### src/rtl/dbg_link_pkg.sv
package dbg_link_pkg;
    localparam int BYTE_W    = 8;
    localparam int CODE_W    = 5;
    localparam int NARG_W    = 2;
    localparam int ARG_MAX   = (1 << NARG_W) - 1;
    localparam int ARG_W     = BYTE_W * ARG_MAX;
    localparam int BIT_CNT_W = $clog2(BYTE_W);

    typedef enum logic [2:0] {
        S_OFF,
        S_ARM,
        S_CMD,
        S_ARG,
        S_ISSUE,
        S_RESP
    } state_t;

    localparam logic [CODE_W-1:0] OP_ERASE  = 5'h02;
    localparam logic [CODE_W-1:0] OP_STATUS = 5'h06;
    localparam logic [CODE_W-1:0] OP_ACCESS = 5'h0B;
    localparam logic [CODE_W-1:0] OP_CHIPID = 5'h0C;
endpackage

### src/rtl/dbg_sync.sv
module dbg_sync #(
    parameter int STAGES = 2,
    parameter int W      = 1
) (
    input  logic         clk,
    input  logic         rst_n,
    input  logic [W-1:0] d,
    output logic [W-1:0] q
);
    logic [W-1:0] chain [STAGES];

    generate
        for (genvar i = 0; i < STAGES; i++) begin : g_stage
            if (i == 0) begin : g_first
                always_ff @(posedge clk or negedge rst_n) begin
                    if (!rst_n) chain[0] <= '0;
                    else        chain[0] <= d;
                end
            end else begin : g_next
                always_ff @(posedge clk or negedge rst_n) begin
                    if (!rst_n) chain[i] <= '0;
                    else        chain[i] <= chain[i-1];
                end
            end
        end
    endgenerate

    assign q = chain[STAGES-1];
endmodule

### src/rtl/dbg_cmd_gate.sv
module dbg_cmd_gate
    import dbg_link_pkg::*;
(
    input  logic [CODE_W-1:0] code,
    input  logic              unlocked,
    output logic              known,
    output logic              allowed,
    output logic              is_status
);
    logic whitelisted;

    always_comb begin
        known       = (code == OP_ERASE) || (code == OP_STATUS) ||
                      (code == OP_ACCESS) || (code == OP_CHIPID);
        whitelisted = (code == OP_ERASE) || (code == OP_STATUS) ||
                      (code == OP_CHIPID);
        allowed     = known && (unlocked || whitelisted);
        is_status   = (code == OP_STATUS);
    end
endmodule

### src/rtl/dbg_link_slave.sv
module dbg_link_slave
    import dbg_link_pkg::*;
#(
    parameter int SYNC_STAGES = 2
) (
    input  logic              clk,
    input  logic              rst_n,
    input  logic              chip_rst_n_pin,
    input  logic              dclk_pin,
    input  logic              ddata_in,
    output logic              ddata_out,
    output logic              ddata_oe,
    input  logic              dbg_lock_bit,
    output logic              req_valid,
    output logic [CODE_W-1:0] req_code,
    output logic [NARG_W-1:0] req_nargs,
    output logic [ARG_W-1:0]  req_args,
    input  logic [BYTE_W-1:0] rsp_data
);
    localparam logic [BIT_CNT_W-1:0] LAST_BIT = BIT_CNT_W'(BYTE_W - 1);

    logic hold_s, dclk_s, din_s, dclk_prev;
    logic rise_evt, fall_evt, last_bit;

    dbg_sync #(.STAGES(SYNC_STAGES), .W(3)) u_sync (
        .clk  (clk),
        .rst_n(rst_n),
        .d    ({chip_rst_n_pin, dclk_pin, ddata_in}),
        .q    ({hold_s, dclk_s, din_s})
    );

    always_ff @(posedge clk or negedge rst_n) begin
        if (!rst_n) dclk_prev <= 1'b0;
        else        dclk_prev <= dclk_s;
    end

    assign rise_evt = dclk_s & ~dclk_prev;
    assign fall_evt = ~dclk_s & dclk_prev;

    state_t                state, nxt;
    logic [1:0]            ent_cnt;
    logic [BIT_CNT_W-1:0]  bit_cnt;
    logic [NARG_W-1:0]     arg_idx;
    logic [BYTE_W-1:0]     cmd_sh, cmd_q, rsp_sh, byte_now, rsp_fill;
    logic [ARG_W-1:0]      args_q;
    logic [CODE_W-1:0]     q_code;
    logic                  q_want;
    logic [NARG_W-1:0]     q_nargs;
    logic                  known, allowed, is_status;

    assign byte_now = {cmd_sh[BYTE_W-2:0], din_s};
    assign last_bit = fall_evt && (bit_cnt == LAST_BIT);
    assign q_code   = cmd_q[BYTE_W-1 -: CODE_W];
    assign q_want   = cmd_q[NARG_W];
    assign q_nargs  = cmd_q[NARG_W-1:0];

    dbg_cmd_gate u_gate (
        .code     (q_code),
        .unlocked (dbg_lock_bit),
        .known    (known),
        .allowed  (allowed),
        .is_status(is_status)
    );

    // State register
    always_ff @(posedge clk or negedge rst_n) begin
        if (!rst_n) state <= S_OFF;
        else        state <= nxt;
    end

    // Next-state logic
    always_comb begin
        nxt = state;
        unique case (state)
            S_OFF:   if (!hold_s) nxt = S_ARM;
            S_ARM:   if (hold_s) nxt = (ent_cnt == 2'd2) ? S_CMD : S_OFF;
            S_CMD:   if (last_bit) nxt = (byte_now[NARG_W-1:0] == '0) ? S_ISSUE : S_ARG;
            S_ARG:   if (last_bit && (arg_idx == q_nargs - NARG_W'(1))) nxt = S_ISSUE;
            S_ISSUE: nxt = q_want ? S_RESP : S_CMD;
            S_RESP:  if (last_bit) nxt = S_CMD;
            default: nxt = S_OFF;
        endcase
        if (state != S_OFF && state != S_ARM && !hold_s) nxt = S_ARM;
    end

    assign rsp_fill = !allowed  ? '0 :
                      is_status ? {rsp_data[BYTE_W-1:1], dbg_lock_bit} : rsp_data;

    // Datapath and pin outputs
    always_ff @(posedge clk or negedge rst_n) begin
        if (!rst_n) begin
            ent_cnt   <= '0;
            bit_cnt   <= '0;
            arg_idx   <= '0;
            cmd_sh    <= '0;
            cmd_q     <= '0;
            args_q    <= '0;
            rsp_sh    <= '0;
            ddata_out <= 1'b0;
            ddata_oe  <= 1'b0;
        end else if (nxt == S_ARM && state != S_ARM) begin
            ent_cnt  <= '0;
            bit_cnt  <= '0;
            ddata_oe <= 1'b0;
        end else begin
            unique case (state)
                S_ARM: begin
                    if (rise_evt && ent_cnt != 2'd3) ent_cnt <= ent_cnt + 2'd1;
                    bit_cnt <= '0;
                end
                S_CMD: begin
                    if (fall_evt) begin
                        cmd_sh  <= byte_now;
                        bit_cnt <= bit_cnt + 1'b1;
                        if (last_bit) begin
                            cmd_q   <= byte_now;
                            arg_idx <= '0;
                            args_q  <= '0;
                        end
                    end
                end
                S_ARG: begin
                    if (fall_evt) begin
                        args_q  <= {args_q[ARG_W-2:0], din_s};
                        bit_cnt <= bit_cnt + 1'b1;
                        if (last_bit) arg_idx <= arg_idx + 1'b1;
                    end
                end
                S_ISSUE: begin
                    rsp_sh  <= rsp_fill;
                    bit_cnt <= '0;
                end
                S_RESP: begin
                    if (rise_evt) begin
                        ddata_out <= rsp_sh[BYTE_W-1];
                        rsp_sh    <= {rsp_sh[BYTE_W-2:0], 1'b0};
                        ddata_oe  <= 1'b1;
                    end
                    if (fall_evt) begin
                        bit_cnt <= bit_cnt + 1'b1;
                        if (last_bit) ddata_oe <= 1'b0;
                    end
                end
                default: ;
            endcase
        end
    end

    // Request port
    always_comb begin
        req_valid = (state == S_ISSUE) && allowed;
        req_code  = q_code;
        req_nargs = q_nargs;
        req_args  = args_q;
    end

    a_r2_closed_quiet: assert property (@(posedge clk) disable iff (!rst_n)
        (state == S_OFF || state == S_ARM) |-> (!ddata_oe && !req_valid));
    a_r6_oe_only_in_reply: assert property (@(posedge clk) disable iff (!rst_n)
        ddata_oe |-> (state == S_RESP));
    a_r6_out_moves_on_rise: assert property (@(posedge clk) disable iff (!rst_n)
        (ddata_oe && !rise_evt) |=> $stable(ddata_out));
    a_r10_single_pulse: assert property (@(posedge clk) disable iff (!rst_n)
        req_valid |=> !req_valid);
    a_r7_lock_whitelist: assert property (@(posedge clk) disable iff (!rst_n)
        (req_valid && !dbg_lock_bit) |->
        (req_code == OP_ERASE || req_code == OP_STATUS || req_code == OP_CHIPID));
    a_r8_blocked_zero: assert property (@(posedge clk) disable iff (!rst_n)
        (state == S_ISSUE && hold_s && !allowed) |=> (rsp_sh == '0));
endmodule

### config.mk
export PLATFORM = sky130hd
export DESIGN_NAME = dbg_link_slave
export DESIGN_NICKNAME = d
export VERILOG_FILES = /design/src/rtl/dbg_link_pkg.sv /design/src/rtl/dbg_sync.sv /design/src/rtl/dbg_cmd_gate.sv /design/src/rtl/dbg_link_slave.sv
export SDC_FILE = /design/constraint.sdc
export NUM_CORES = 1
export LEC_CHECK = 0
export BUFFER_PORTS_ARGS = -buffer_cell sky130_fd_sc_hd__buf_4
export CAP_MARGIN = 20
export CORE_UTILIZATION = 25
export CTS_CLUSTER_SIZE = 24
export DETAILED_ROUTE_END_ITERATION = 10
export PLACE_DENSITY = 0.48
export SYNTH_ARGS = -nofsm -noshare
export SYNTH_HDL_FRONTEND = slang
export SYNTH_SLANG_ARGS = --single-unit
### constraint.sdc
create_clock -name clk -period 5.99 [get_ports clk]
set_clock_uncertainty 0.2 [all_clocks]
set_input_delay 1.4975 -clock clk [delete_from_list [all_inputs] [get_ports clk]]
set_output_delay 1.4975 -clock clk [all_outputs]
set_load 0.05 [all_outputs]
==> out/summary.log, run 1 <==
[run_status] result of the run finished, violations left
[run_status] failing checks design-rule violations
[placement] placed cells 431
[floorplanning] die area 12500 µm²
[finish] fraction of layout instances using a drive strength above 1 0.319
[clock_network] CTS buffer count 9
[timing] shortest period the worst path allows 4220 ps
[drt] number of vias after detailed routing 2140
[worst_setup_path] required time reported for the critical path endpoint 4290 ps
[clock_network] Post-CTS Setup Repair Bufs 0
[flow_run] max-cap violation count 0
[timing] worst setup slack after layout 1770 ps
[timing] portion of the clock cycle consumed by the worst path in the final layout 0.705
[global_routing] pin count of the biggest net entering global routing 67
[worst_setup_path] Worst Setup Start Kind input pin
[drt] DRC violation count after routing 1
[placement] Final HPWL DP 4440 µm
[drt] count of antenna-violating nets left after detailed routing 0
[timing] Min Hold Slack 149 ps
[clock_network] CTS resizes 0
[synth] synthesized net count 278
[synth] top cell type's share of synthesized area 0.547
[worst_setup_path] largest fanout on the critical path 9
[worst_setup_path] critical path, cell by cell buf_4 > nand4_1 > o21ai_0 > nand2b_1 > nor3_1 > buf_4
[finish] count of inserted antenna diode cells 0
[timing] unrepaired setup endpoints after global routing no
[power_and_ir_drop] power dissipated by switching net loads 0.383 mW
[power_and_ir_drop] proportion of power drawn by combinational gates 0.158
[worst_setup_path] nature of the critical path endpoint output pin
[worst_setup_path] cell family with most CP delay simple AND/OR/NAND/NOR gates
[synth] share of synthesized registers carrying an async set or reset 1.00
[power_and_ir_drop] clock group share of total power 0.412
[clock_network] H-tree lvl count 3
[finish] Final Net Count 317
[clock_network] post-cts hold buffer count 0
[synth] synthesized netlist cell count 260
[global_routing] gr ovfl total 0
[placement] Post-DP Area 3450 µm²
[global_routing] vias in the first global route 2162
[timing] Slew HR 0.444
[drt] wire length per cell 15.0 µm
[worst_setup_path] critical setup path kind in2out
[clock_network] clock-pin transition on the worst setup and hold timing paths 60 ps
[synth] number of flip-flops and latches in the synthesized netlist 66
[global_routing] initial antenna violation count 0
[floorplanning] Core Footprint 11600 µm²
[global_routing] total global routing track utilization 0.113
[synth] count leader, synth dfrtp_1
[power_and_ir_drop] part of the power in registers 0.430
[placement] Port Buf Inserts 47
[floorplanning] starting density of the core 0.260
[power_and_ir_drop] total power 1.21 mW
[floorplanning] number of placement rows 39
[placement] Setup Slack @ Placement 1750 ps
[power_and_ir_drop] peak supply drop 164 µV
[clock_network] CTS root buffer clkbuf_16
[clock_network] total clock sinks 66
[hold_path] class of the most critical hold timing path reg2reg
[timing] Fmax 237 MHz
[drt] number of iterations in the first detailed-routing pass 7
[power_and_ir_drop] Leakage Power 1.76 nW
[finish] count of fill cells added during filler insertion 1181
[synth] cell taking the most area after synthesis dfrtp_1
[synth] sequential share of the synthesized area 0.547
[finish] post-route standard cell area excluding fillers 3730 µm²
[power_and_ir_drop] switch share 0.316
[synth] Distinct cells, synth 45
[clock_network] largest buffer count on any clock path 2
[synth] number of warnings reported in the yosys synthesis log 0
[synth] cell types occupying the most area after synthesis dfrtp_1 (55%), mux2_2 (9.7%), a22o_1 (7.0%)
[placement] global placement routability congestion 0.720
[finish] Area growth syn-to-layout 23.6%
[worst_setup_path] highest-delay cell along the critical path nor3_1
[worst_setup_path] Buf/Inv on CP 2
[synth] cell area after synthesis 3020 µm²
[worst_setup_path] arrival time at the worst endpoint 2530 ps
[timing] total count of hold-check failures in the final report 0
[finish] number of cells in the finished layout apart from fillers 447
[power_and_ir_drop] areal power density over the cells 325 nW/µm²
[drt] vias per std cell 4.79
[clock_network] insertion delay of the later-clocked pin in the worst-skew pair 330 ps
[timing] Setup Total Neg Slack 0 ps
[worst_setup_path] Worst path max stage delay 270 ps
[synth] dominant register cell in the synthesized netlist dfrtp_1
[timing] slew at the pin closest to its max-slew limit 834 ps
[floorplanning] Die H 112 µm
[synth] number of flops mapped to enable cells by yosys 0
[finish] post-route core utilization 0.321
[floorplanning] io pins 48
[global_routing] first-pass GRT wire length 11200 µm
[timing] count of final setup violators 0
[drt] number of DRC markers in iteration 0 76
[power_and_ir_drop] cell-internal power 0.830 mW
[drt] drt total wl 6690 µm
[synth] synthesized area per cell 11.6 µm²
[clock_network] clock tree from TritonCTS yes
[worst_setup_path] cell seen most often among critical-path stages buf_4
[synth] most common library cells after synthesis dfrtp_1 (66), mux2_2 (26), a22o_1 (24), nand2_1 (24)
[floorplanning] width of the die 112 µm
[timing] number of max-slew violations in the final report 0
==> cells by family after synthesis <==
| family | Yosys count | share of synthesized area |
|---|---|---|
| flops | 66 | 0.547 |
| simple gates | 73 | 0.124 |
| mux | 28 | 0.104 |
| xor+xnor | 2 | 0.00580 |
| compound gates | 63 | 0.160 |
| buf+inv | 24 | 0.0423 |
| fa+ha+maj | 4 | 0.0166 |
==> layer usage <==
| metal | routed length, µm | track usage | vias to the layer above | share of wire |
|---|---|---|---|---|
| li1 | - | - | 1016 | - |
| met2 | 3050 | 0.174 | 55 | 0.46 |
| met1 | 3150 | 0.145 | 1064 | 0.47 |
| met4 | 61 | 0.0297 | 0 | 0.0091 |
| met5 | 0 | 0 | - | 0 |
| met3 | 426 | 0.0463 | 5 | 0.064 |
==> final timing paths <==
check / startpoint / end / slack [ps] / cells after the start
max reg2reg: bit_cnt[0]$_DFFE_PN0P_ / req_args[18]$_DFFE_PN0P_ / 2750 / 8
min: u_sync.chain[4]$_DFF_PN0_ / u_sync.q[1]$_DFF_PN0_ / 150 / 0
max in group asynchronous: rst_n / state[1]$_DFF_PN0_ / 3980 / 1
min reg2reg: u_sync.chain[4]$_DFF_PN0_ / u_sync.q[1]$_DFF_PN0_ / 150 / 0
min in group asynchronous: rst_n / req_args[23]$_DFFE_PN0P_ / 1070 / 1
max: dbg_lock_bit / req_valid / 1770 / 6
==> power by group through the flow <==
stage	Clock, mW	Sequential (mW)	Combinational, mW
floorplan	0	0.539	0.118
global placement	0	0.528	0.192
detailed placement	0	0.529	0.194
global route	0.531	0.528	0.212
finish	0.500	0.521	0.192
CTS	0.513	0.521	0.193
==> final cells by class <==
cell class	count	area, µm²	area share
clock buffers	9	225	0.0604
clock inverters	7	60.1	0.0161
inverters	4	15.0	0.00402
multi-input cells	170	1240	0.332
flip-flops and latches	66	1650	0.443
well taps	143	179	0.0480
repair buffers	48	360	0.0966
==> sequential cells by signal, indices dropped and copies added, names as in the netlist <==
name and cells:
bit_cnt 3, ddata_out 1, u_sync.q 3, state 3, dclk_prev 1, u_sync.chain 3
cmd_sh 7, req_args 24, rsp_sh 8, arg_idx 2, ddata_oe 1, ent_cnt 2
cmd_q 8
==> worst register-to-register path: stages (launching register included) <==
cell and delay [ps]:
dfrtp_1 420, ha_1 220, ha_1 270, and2_1 200, and4_1 200, o22a_1 200
nor3_4 470, a211o_1 750, a22o_1 240
==> placed cells by master (no fill, tap or decap), types with 2 or more instances in the layout <==
cell / netlist / final
or2_2: 2 / 2
nand4_1: 3 / 3
a22o_1: 24 / 24
o21ai_0: 12 / 12
ha_1: 4 / 4
inv_6: 0 / 3
a21oi_1: 10 / 10
a21oi_2: 2 / 2
a211oi_1: 2 / 2
mux2_2: 26 / 26
and4_1: 2 / 2
nand3_1: 8 / 8
nand2b_1: 7 / 7
nor3_1: 3 / 3
nor2b_1: 3 / 3
clkinvlp_4: 0 / 3
clkbuf_16: 0 / 9
dfrtp_1: 66 / 66
nand2_1: 24 / 24
mux2i_1: 2 / 2
nor2_1: 12 / 12
and2b_1: 2 / 2
buf_4: 8 / 48
inv_1: 4 / 4
Power figures use the tool's default switching activity.
==> run 2: changes to the inputs <==
--- a/config.mk
+++ b/config.mk
@@ -10,7 +10,7 @@
 export CORE_UTILIZATION = 25
 export CTS_CLUSTER_SIZE = 24
 export DETAILED_ROUTE_END_ITERATION = 10
-export PLACE_DENSITY = 0.48
+export PLACE_DENSITY = 0.49
 export SYNTH_ARGS = -nofsm -noshare
 export SYNTH_HDL_FRONTEND = slang
 export SYNTH_SLANG_ARGS = --single-unit
==> constraint.sdc (replaced) <==
create_clock -name clk -period 3.5 [get_ports clk]
set_clock_uncertainty 0.2 [all_clocks]
set_input_delay 0.875 -clock clk [delete_from_list [all_inputs] [get_ports clk]]
set_output_delay 0.875 -clock clk [all_outputs]
set_load 0.05 [all_outputs]
==> run 2 against run 1 <==
The flow still finishes with violations (design-rule violations). Critical endpoint is now req_args[3]$_DFFE_PN0P_. Die area is the same. Final cell count grew 0.22%. Core utilization barely moved. Largest power group unchanged. Sequential share of layout area about the same. Count of clock-buffer cells in the layout is the same. Hold slack improved by 5.6 ps. Critical path depth is 2 higher. Flip-flop and latch count unchanged. Sequential power grew 67%. Power grew 67%.
==> out/summary.log, run 2 (synthesis gave the netlist of run 1 again) <==
[worst_setup_path] arrival time at the worst endpoint 3230 ps [+700 ps]
[placement] global placement routability congestion 0.849 [+18%]
[timing] Fmax 316 MHz
[clock_network] clock-pin transition on the worst setup and hold timing paths 60 ps [about the same]
[hold_path] WHS Path Cells 0 [unchanged]
[finish] commonest non-fill, non-tap cell in the layout dfrtp_1
[timing] portion of the clock cycle consumed by the worst path in the final layout 0.905
[placement] Port Buf Inserts 47 [unchanged]
[drt] number of DRC markers in iteration 0 100 [+32%]
[global_routing] pin count of the biggest net entering global routing 67 [unchanged]
[finish] area of combinational cells with multiple inputs 1240 µm² [unchanged]
[timing] total count of hold-check failures in the final report 0 [unchanged]
[finish] Final Net Count 320 [+0.95%]
[floorplanning] io pins 48 [unchanged]
[hold_path] min-delay src u_sync.chain[4]$_DFF_PN0_
[worst_setup_path] Crit Reg-Reg Endpoint req_args[3]$_DFFE_PN0P_
[drt] highest routed layer met4
[finish] fraction of layout instances using a drive strength above 1 0.321 [+0.00223]
[placement] Final HPWL DP 4570 µm [+2.9%]
[clock_network] H-tree lvl count 3 [unchanged]
[drt] number of iterations in the first detailed-routing pass 7 [unchanged]
[clock_network] post-cts hold buffer count 0 [unchanged]
[power_and_ir_drop] clock group share of total power 0.390 [-0.022]
[clock_network] clock tree from TritonCTS yes
[drt] number of vias after detailed routing 2147 [+0.33%]
[worst_setup_path] required time reported for the critical path endpoint 3560 ps [-730 ps]
[timing] count of final setup violators 0 [unchanged]
[finish] count of fill cells added during filler insertion 1192 [+0.93%]
[worst_setup_path] Worst Setup Start Kind flop
[power_and_ir_drop] peak supply drop 264 µV [+61%]
[power_and_ir_drop] part of the power in registers 0.429 [about the same]
[timing] shortest period the worst path allows 3170 ps
[hold_path] hold worst-path end u_sync.q[1]$_DFF_PN0_
[power_and_ir_drop] proportion of power drawn by combinational gates 0.181 [+0.023]
[timing] Slew HR 0.448 [+0.00387]
[power_and_ir_drop] switch share 0.302 [-0.0136]
[finish] top library cells by usage in the layout, fill and taps aside dfrtp_1 (66), buf_4 (51), mux2_2 (26)
[global_routing] first-pass GRT wire length 11400 µm [+2.4%]
[global_routing] gr ovfl total 0 [unchanged]
[global_routing] total global routing track utilization 0.116 [+0.00359]
[run_status] failing checks design-rule violations
[power_and_ir_drop] Leakage Power 1.77 nW [+0.40%]
[drt] met1 wire length 3090 µm [-2.1%]
[worst_setup_path] worst reg-to-reg path cell count 8 [unchanged]
[clock_network] CTS root buffer clkbuf_16
[timing] unrepaired setup endpoints after global routing no
[timing] number of max-slew violations in the final report 0 [unchanged]
[floorplanning] die area 12500 µm² [unchanged]
[clock_network] Post-CTS Setup Repair Bufs 0 [unchanged]
[finish] count of inserted antenna diode cells 0 [unchanged]
[drt] wire length per cell 15.0 µm [about the same]
[finish] max FFs per register 24 [unchanged]
[drt] DRC violation count after routing 2 [+1]
[power_and_ir_drop] areal power density over the cells 544 nW/µm² [+67%]
[clock_network] CTS resizes 0 [unchanged]
[clock_network] insertion delay of the later-clocked pin in the worst-skew pair 330 ps [about the same]
[power_and_ir_drop] cell-internal power 1.41 mW [+70%]
[clock_network] largest buffer count on any clock path 2 [unchanged]
[floorplanning] Core Footprint 11600 µm² [unchanged]
[worst_setup_path] nature of the critical path endpoint flop
[placement] placed cells 434 [+0.70%]
[drt] Detail Route met3 WL 495 µm [+16%]
[run_status] result of the run finished, violations left
[power_and_ir_drop] power dissipated by switching net loads 0.613 mW [+60%]
[drt] Routed met2 length 3010 µm [-1.2%]
[clock_network] CTS buffer count 9 [unchanged]
[worst_setup_path] largest fanout on the critical path 24 [+15]
[timing] Setup Total Neg Slack 0 ps [unchanged]
[clock_network] total clock sinks 66 [unchanged]
[drt] drt total wl 6700 µm [+0.24%]
[drt] vias per std cell 4.79 [+0.10%]
[hold_path] class of the most critical hold timing path reg2reg
[finish] number of cells in the finished layout apart from fillers 448 [+0.22%]
[flow_run] max-cap violation count 0 [unchanged]
[timing] slew at the pin closest to its max-slew limit 828 ps [-5.81 ps]
[global_routing] initial antenna violation count 0 [unchanged]
[floorplanning] width of the die 112 µm [unchanged]
[finish] sequential cell area 1650 µm² [unchanged]
[floorplanning] starting density of the core 0.260 [unchanged]
[worst_setup_path] critical setup path kind reg2reg
[drt] count of antenna-violating nets left after detailed routing 0 [unchanged]
[finish] Area growth syn-to-layout 23.5%
[floorplanning] number of placement rows 39 [unchanged]
[worst_setup_path] minimum setup slack among reg-to-reg paths 330 ps [-2420 ps]
[global_routing] vias in the first global route 2301 [+6.4%]
[worst_setup_path] worst reg2reg startpoint bit_cnt[0]$_DFFE_PN0P_
[floorplanning] Die H 112 µm [unchanged]
run 2: how the worst max path moves through the flow:
stage | start | endpoint | cells after the start
3_3_place_gp | bit_cnt[0]$_DFFE_PN0P_ | req_args[10]$_DFFE_PN0P_ | 8
6_report | bit_cnt[0]$_DFFE_PN0P_ | req_args[3]$_DFFE_PN0P_ | 8
3_5_place_dp | bit_cnt[0]$_DFFE_PN0P_ | req_args[9]$_DFFE_PN0P_ | 8
4_1_cts | bit_cnt[0]$_DFFE_PN0P_ | req_args[3]$_DFFE_PN0P_ | 8
5_1_grt | cmd_q[6]$_DFFE_PN0P_ | req_valid | 6
2_1_floorplan | dbg_lock_bit | req_valid | 5
run 2: power by group through the flow:
| stage | combinational, mW | sequential [mW] | clock (mW) |
|---|---|---|---|
| finish | 0.367 | 0.870 | 0.791 |
| detailed placement | 0.370 | 0.883 | 0 |
| global placement | 0.371 | 0.885 | 0 |
| CTS | 0.371 | 0.872 | 0.818 |
| global route | 0.404 | 0.881 | 0.848 |
| floorplan | 0.202 | 0.922 | 0 |
run 2: layout make-up:
type,count,area share
clock buffer,9,0.0604
clock inverter,5,0.00906
inverter,4,0.00403
multi-input combinational,170,0.333
sequential,66,0.443
tap,143,0.0480
timing repair buffer,51,0.103
run 2: per-stage QoR:
step	power [mW]	hold slack [ps]	area (µm²)	setup WS (ps)	utilization
after floorplan	1.12	131	3020	133	-
after detailed placement	1.25	141	3470	375	0.299
final	2.03	154	3730	331	0.321
after CTS	2.06	157	3730	330	0.321
after global routing	2.13	161	3730	116	0.321
after global placement	1.26	133	3470	376	0.299
run 2: critical path: stages (launching register included):
cell	delay, ps
dfrtp_1	410
ha_1	210
ha_1	250
and2_1	200
and4_1	200
o22a_1	210
nor3_4	460
a211o_1	710
a22o_1	240
run 2: metal layers:
metal  GRT usage  vias up
met3      0.0425       13
met5           0        -
met2       0.174       71
met1       0.151     1046
li1            -     1017
met4      0.0495        0
==> run 3: changes to the inputs <==
--- a/config.mk
+++ b/config.mk
@@ -10,7 +10,7 @@
 export CORE_UTILIZATION = 25
 export CTS_CLUSTER_SIZE = 24
 export DETAILED_ROUTE_END_ITERATION = 10
-export PLACE_DENSITY = 0.49
+export PLACE_DENSITY = 0.48
 export SYNTH_ARGS = -nofsm -noshare
 export SYNTH_HDL_FRONTEND = slang
 export SYNTH_SLANG_ARGS = --single-unit
==> constraint.sdc (replaced) <==
create_clock -name clk -period 3.1 [get_ports clk]
set_clock_uncertainty 0.2 [all_clocks]
set_input_delay 0.775 -clock clk [delete_from_list [all_inputs] [get_ports clk]]
set_output_delay 0.775 -clock clk [all_outputs]
set_load 0.05 [all_outputs]
==> run 3 against run 2 <==
Combinational power up 12%. Flip-flop and latch count unchanged. Global-route usage up 0.23 points. Final cell count up 1.8%. Largest power group is now clock. The flow now finishes without violations. Clock power up 57%. Critical endpoint is now req_args[0]$_DFFE_PN0P_. Setup slack worse by 190 ps. Count of clock-buffer cells in the layout unchanged. Maximum frequency up 6.9%. Hold slack worse by 8.0 ps.
==> out/summary.log, run 3 (synthesis gave the netlist of run 1 again) <==
[worst_setup_path] nature of the critical path endpoint flop
[global_routing] gr ovfl total 0 [unchanged]
[timing] unrepaired setup endpoints after global routing no
[worst_setup_path] Worst Setup Start Kind flop
[worst_setup_path] worst reg2reg startpoint bit_cnt[0]$_DFFE_PN0P_
[run_status] result of the run complete, no violations
[hold_path] class of the most critical hold timing path reg2reg
[drt] number of iterations in the first detailed-routing pass 5 [-2]
[timing] count of final setup violators 0 [unchanged]
[drt] DRC violation count after routing 0 [-2]
[power_and_ir_drop] part of the power in registers 0.378 [-0.051]
[clock_network] CTS root buffer clkbuf_16
[drt] number of vias after detailed routing 2181 [+1.6%]
[timing] total count of hold-check failures in the final report 0 [unchanged]
[worst_setup_path] largest fanout on the critical path 24 [unchanged]
[worst_setup_path] timing endpoint of the critical path req_args[0]$_DFFE_PN0P_
[power_and_ir_drop] cell-internal power 1.94 mW [+37%]
[power_and_ir_drop] switch share 0.269 [-0.0330]
[global_routing] pin count of the biggest net entering global routing 67 [unchanged]
[timing] portion of the clock cycle consumed by the worst path in the final layout 0.956 [+0.0505]
[floorplanning] Die H 112 µm [unchanged]
[floorplanning] Core Footprint 11600 µm² [unchanged]
[clock_network] clock tree from TritonCTS yes
[placement] Port Buf Inserts 47 [unchanged]
[timing] Setup Total Neg Slack 0 ps [unchanged]
[finish] Final Net Count 326 [+1.9%]
[worst_setup_path] Buf/Inv on CP 1 [+1]
[worst_setup_path] highest-delay cell along the critical path nor3_4
[power_and_ir_drop] proportion of power drawn by combinational gates 0.154 [-0.027]
[floorplanning] width of the die 112 µm [unchanged]
[clock_network] clock-pin transition on the worst setup and hold timing paths 60 ps [about the same]
[global_routing] initial antenna violation count 0 [unchanged]
[finish] top library cells by usage in the layout, fill and taps aside dfrtp_1 (66), buf_4 (55), mux2_2 (26)
[worst_setup_path] Worst path max stage delay 470 ps [-240 ps]
[drt] vias per std cell 4.78 [-0.20%]
[clock_network] insertion delay of the later-clocked pin in the worst-skew pair 320 ps [about the same]
[worst_setup_path] arrival time at the worst endpoint 2970 ps [-260 ps]
[timing] worst setup slack after layout 137 ps [-194 ps]
[global_routing] first-pass GRT wire length 11800 µm [+2.8%]
[power_and_ir_drop] total power 2.65 mW [+31%]
[finish] fraction of layout instances using a drive strength above 1 0.348 [+0.0269]
[worst_setup_path] Crit Reg-Reg Endpoint req_args[0]$_DFFE_PN0P_
[global_routing] vias in the first global route 2330 [+1.3%]
[power_and_ir_drop] Leakage Power 1.86 nW [+5.4%]
[worst_setup_path] cell depth of the worst setup path 9 [+1]
[power_and_ir_drop] clock group share of total power 0.468 [+0.078]
[power_and_ir_drop] peak supply drop 310 µV [+17%]
[clock_network] total clock sinks 66 [unchanged]
[clock_network] CTS buffer count 9 [unchanged]
[finish] commonest non-fill, non-tap cell in the layout dfrtp_1
[finish] count of inserted antenna diode cells 0 [unchanged]
[timing] Fmax 337 MHz [+6.9%]
[worst_setup_path] minimum setup slack among reg-to-reg paths 140 ps [-190 ps]
[finish] Area growth syn-to-layout 29.8%
[timing] Slew HR 0.447 [-0.00158]
[worst_setup_path] worst reg-to-reg path cell count 9 [+1]
[flow_run] max-cap violation count 0 [unchanged]
[drt] drt total wl 6880 µm [+2.6%]
[floorplanning] die area 12500 µm² [unchanged]
[placement] global placement routability congestion 0.829 [-2.3%]
[timing] slew at the pin closest to its max-slew limit 830 ps [+2.37 ps]
[clock_network] H-tree lvl count 3 [unchanged]
[worst_setup_path] critical path, cell by cell ha_1 > ha_1 > and4b_1 > o21ai_0 > a211oi_2 > nor3_4 > a211oi_2 > buf_12 > a22o_1
[worst_setup_path] worst setup path start bit_cnt[0]$_DFFE_PN0P_
[placement] Setup Slack @ Placement 146 ps [-229 ps]
[floorplanning] io pins 48 [unchanged]
[drt] wire length per cell 15.1 µm [+0.77%]
[timing] shortest period the worst path allows 2960 ps [-206 ps]
[placement] Final HPWL DP 4630 µm [+1.3%]
[floorplanning] starting density of the core 0.260 [unchanged]
[worst_setup_path] required time reported for the critical path endpoint 3110 ps [-450 ps]
[power_and_ir_drop] areal power density over the cells 677 nW/µm² [+24%]
[worst_setup_path] cell family with most CP delay compound AO/OA/AOI/OAI gates
[timing] number of max-slew violations in the final report 0 [unchanged]
[finish] max FFs per register 24 [unchanged]
[global_routing] total global routing track utilization 0.119 [+0.00235]
[drt] count of antenna-violating nets left after detailed routing 0 [unchanged]
[power_and_ir_drop] power dissipated by switching net loads 0.715 mW [+17%]
[clock_network] largest buffer count on any clock path 2 [unchanged]
[worst_setup_path] critical setup path kind reg2reg
[finish] post-route core utilization 0.338 [+0.0166]
[floorplanning] number of placement rows 39 [unchanged]
[drt] number of DRC markers in iteration 0 115 [+15%]
run 3: worst min-delay path by stage:
stage                                   start                    end  cells past startpoint
global route        u_sync.chain[4]$_DFF_PN0_  u_sync.q[1]$_DFF_PN0_                      0
CTS                 u_sync.chain[3]$_DFF_PN0_  u_sync.q[0]$_DFF_PN0_                      0
floorplan           u_sync.chain[3]$_DFF_PN0_  u_sync.q[0]$_DFF_PN0_                      0
detailed placement  u_sync.chain[3]$_DFF_PN0_  u_sync.q[0]$_DFF_PN0_                      0
finish              u_sync.chain[3]$_DFF_PN0_  u_sync.q[0]$_DFF_PN0_                      0
global placement    u_sync.chain[4]$_DFF_PN0_  u_sync.q[1]$_DFF_PN0_                      0
run 3: area by class of cell:
type                            count  area (µm²)
Clock buffer                        9         225
Inverter                            4        15.0
Timing Repair Buffer               57         453
Clock inverter                      7         141
Fill cell                        1165        7690
Multi-Input combinational cell    170        1250
Sequential cell                    66        1650
Tap cell                          143         179
run 3: power groups by stage:
stage | Clock [mW] | Combinational, mW | Sequential (mW)
6_report | 1.24 | 0.410 | 1.00
5_1_grt | 1.32 | 0.444 | 1.01
4_1_cts | 1.27 | 0.406 | 1.00
3_5_place_dp | 0 | 0.405 | 1.02
3_3_place_gp | 0 | 0.405 | 1.01
2_1_floorplan | 0 | 0.228 | 1.04
run 3: through the flow:
step / hold slack, ps / cells / instance area [µm²]
after floorplan: 131 / 260 / 3020
after global placement: 133 / 440 / 3540
after detailed placement: 135 / 440 / 3540
after CTS: 147 / 456 / 3910
after global routing: 168 / 456 / 3920
final: 146 / 456 / 3920
run 3: timing repair:
action                                  in CTS  in global routing
gates resized for setup                      0                  2
endpoints found under the hold margin        0                  0
endpoints found under the setup margin       0                  8
hold buffers                                 0                  0
buffers inserted                             0                  0
run 3: per-layer routing:
metal / global-route usage / wire (µm) / share of wire
met5: 0 / 0 / 0
met1: 0.161 / 3320 / 0.48
met3: 0.0408 / 424 / 0.062
met4: 0.0387 / 98 / 0.014
met2: 0.177 / 3030 / 0.44
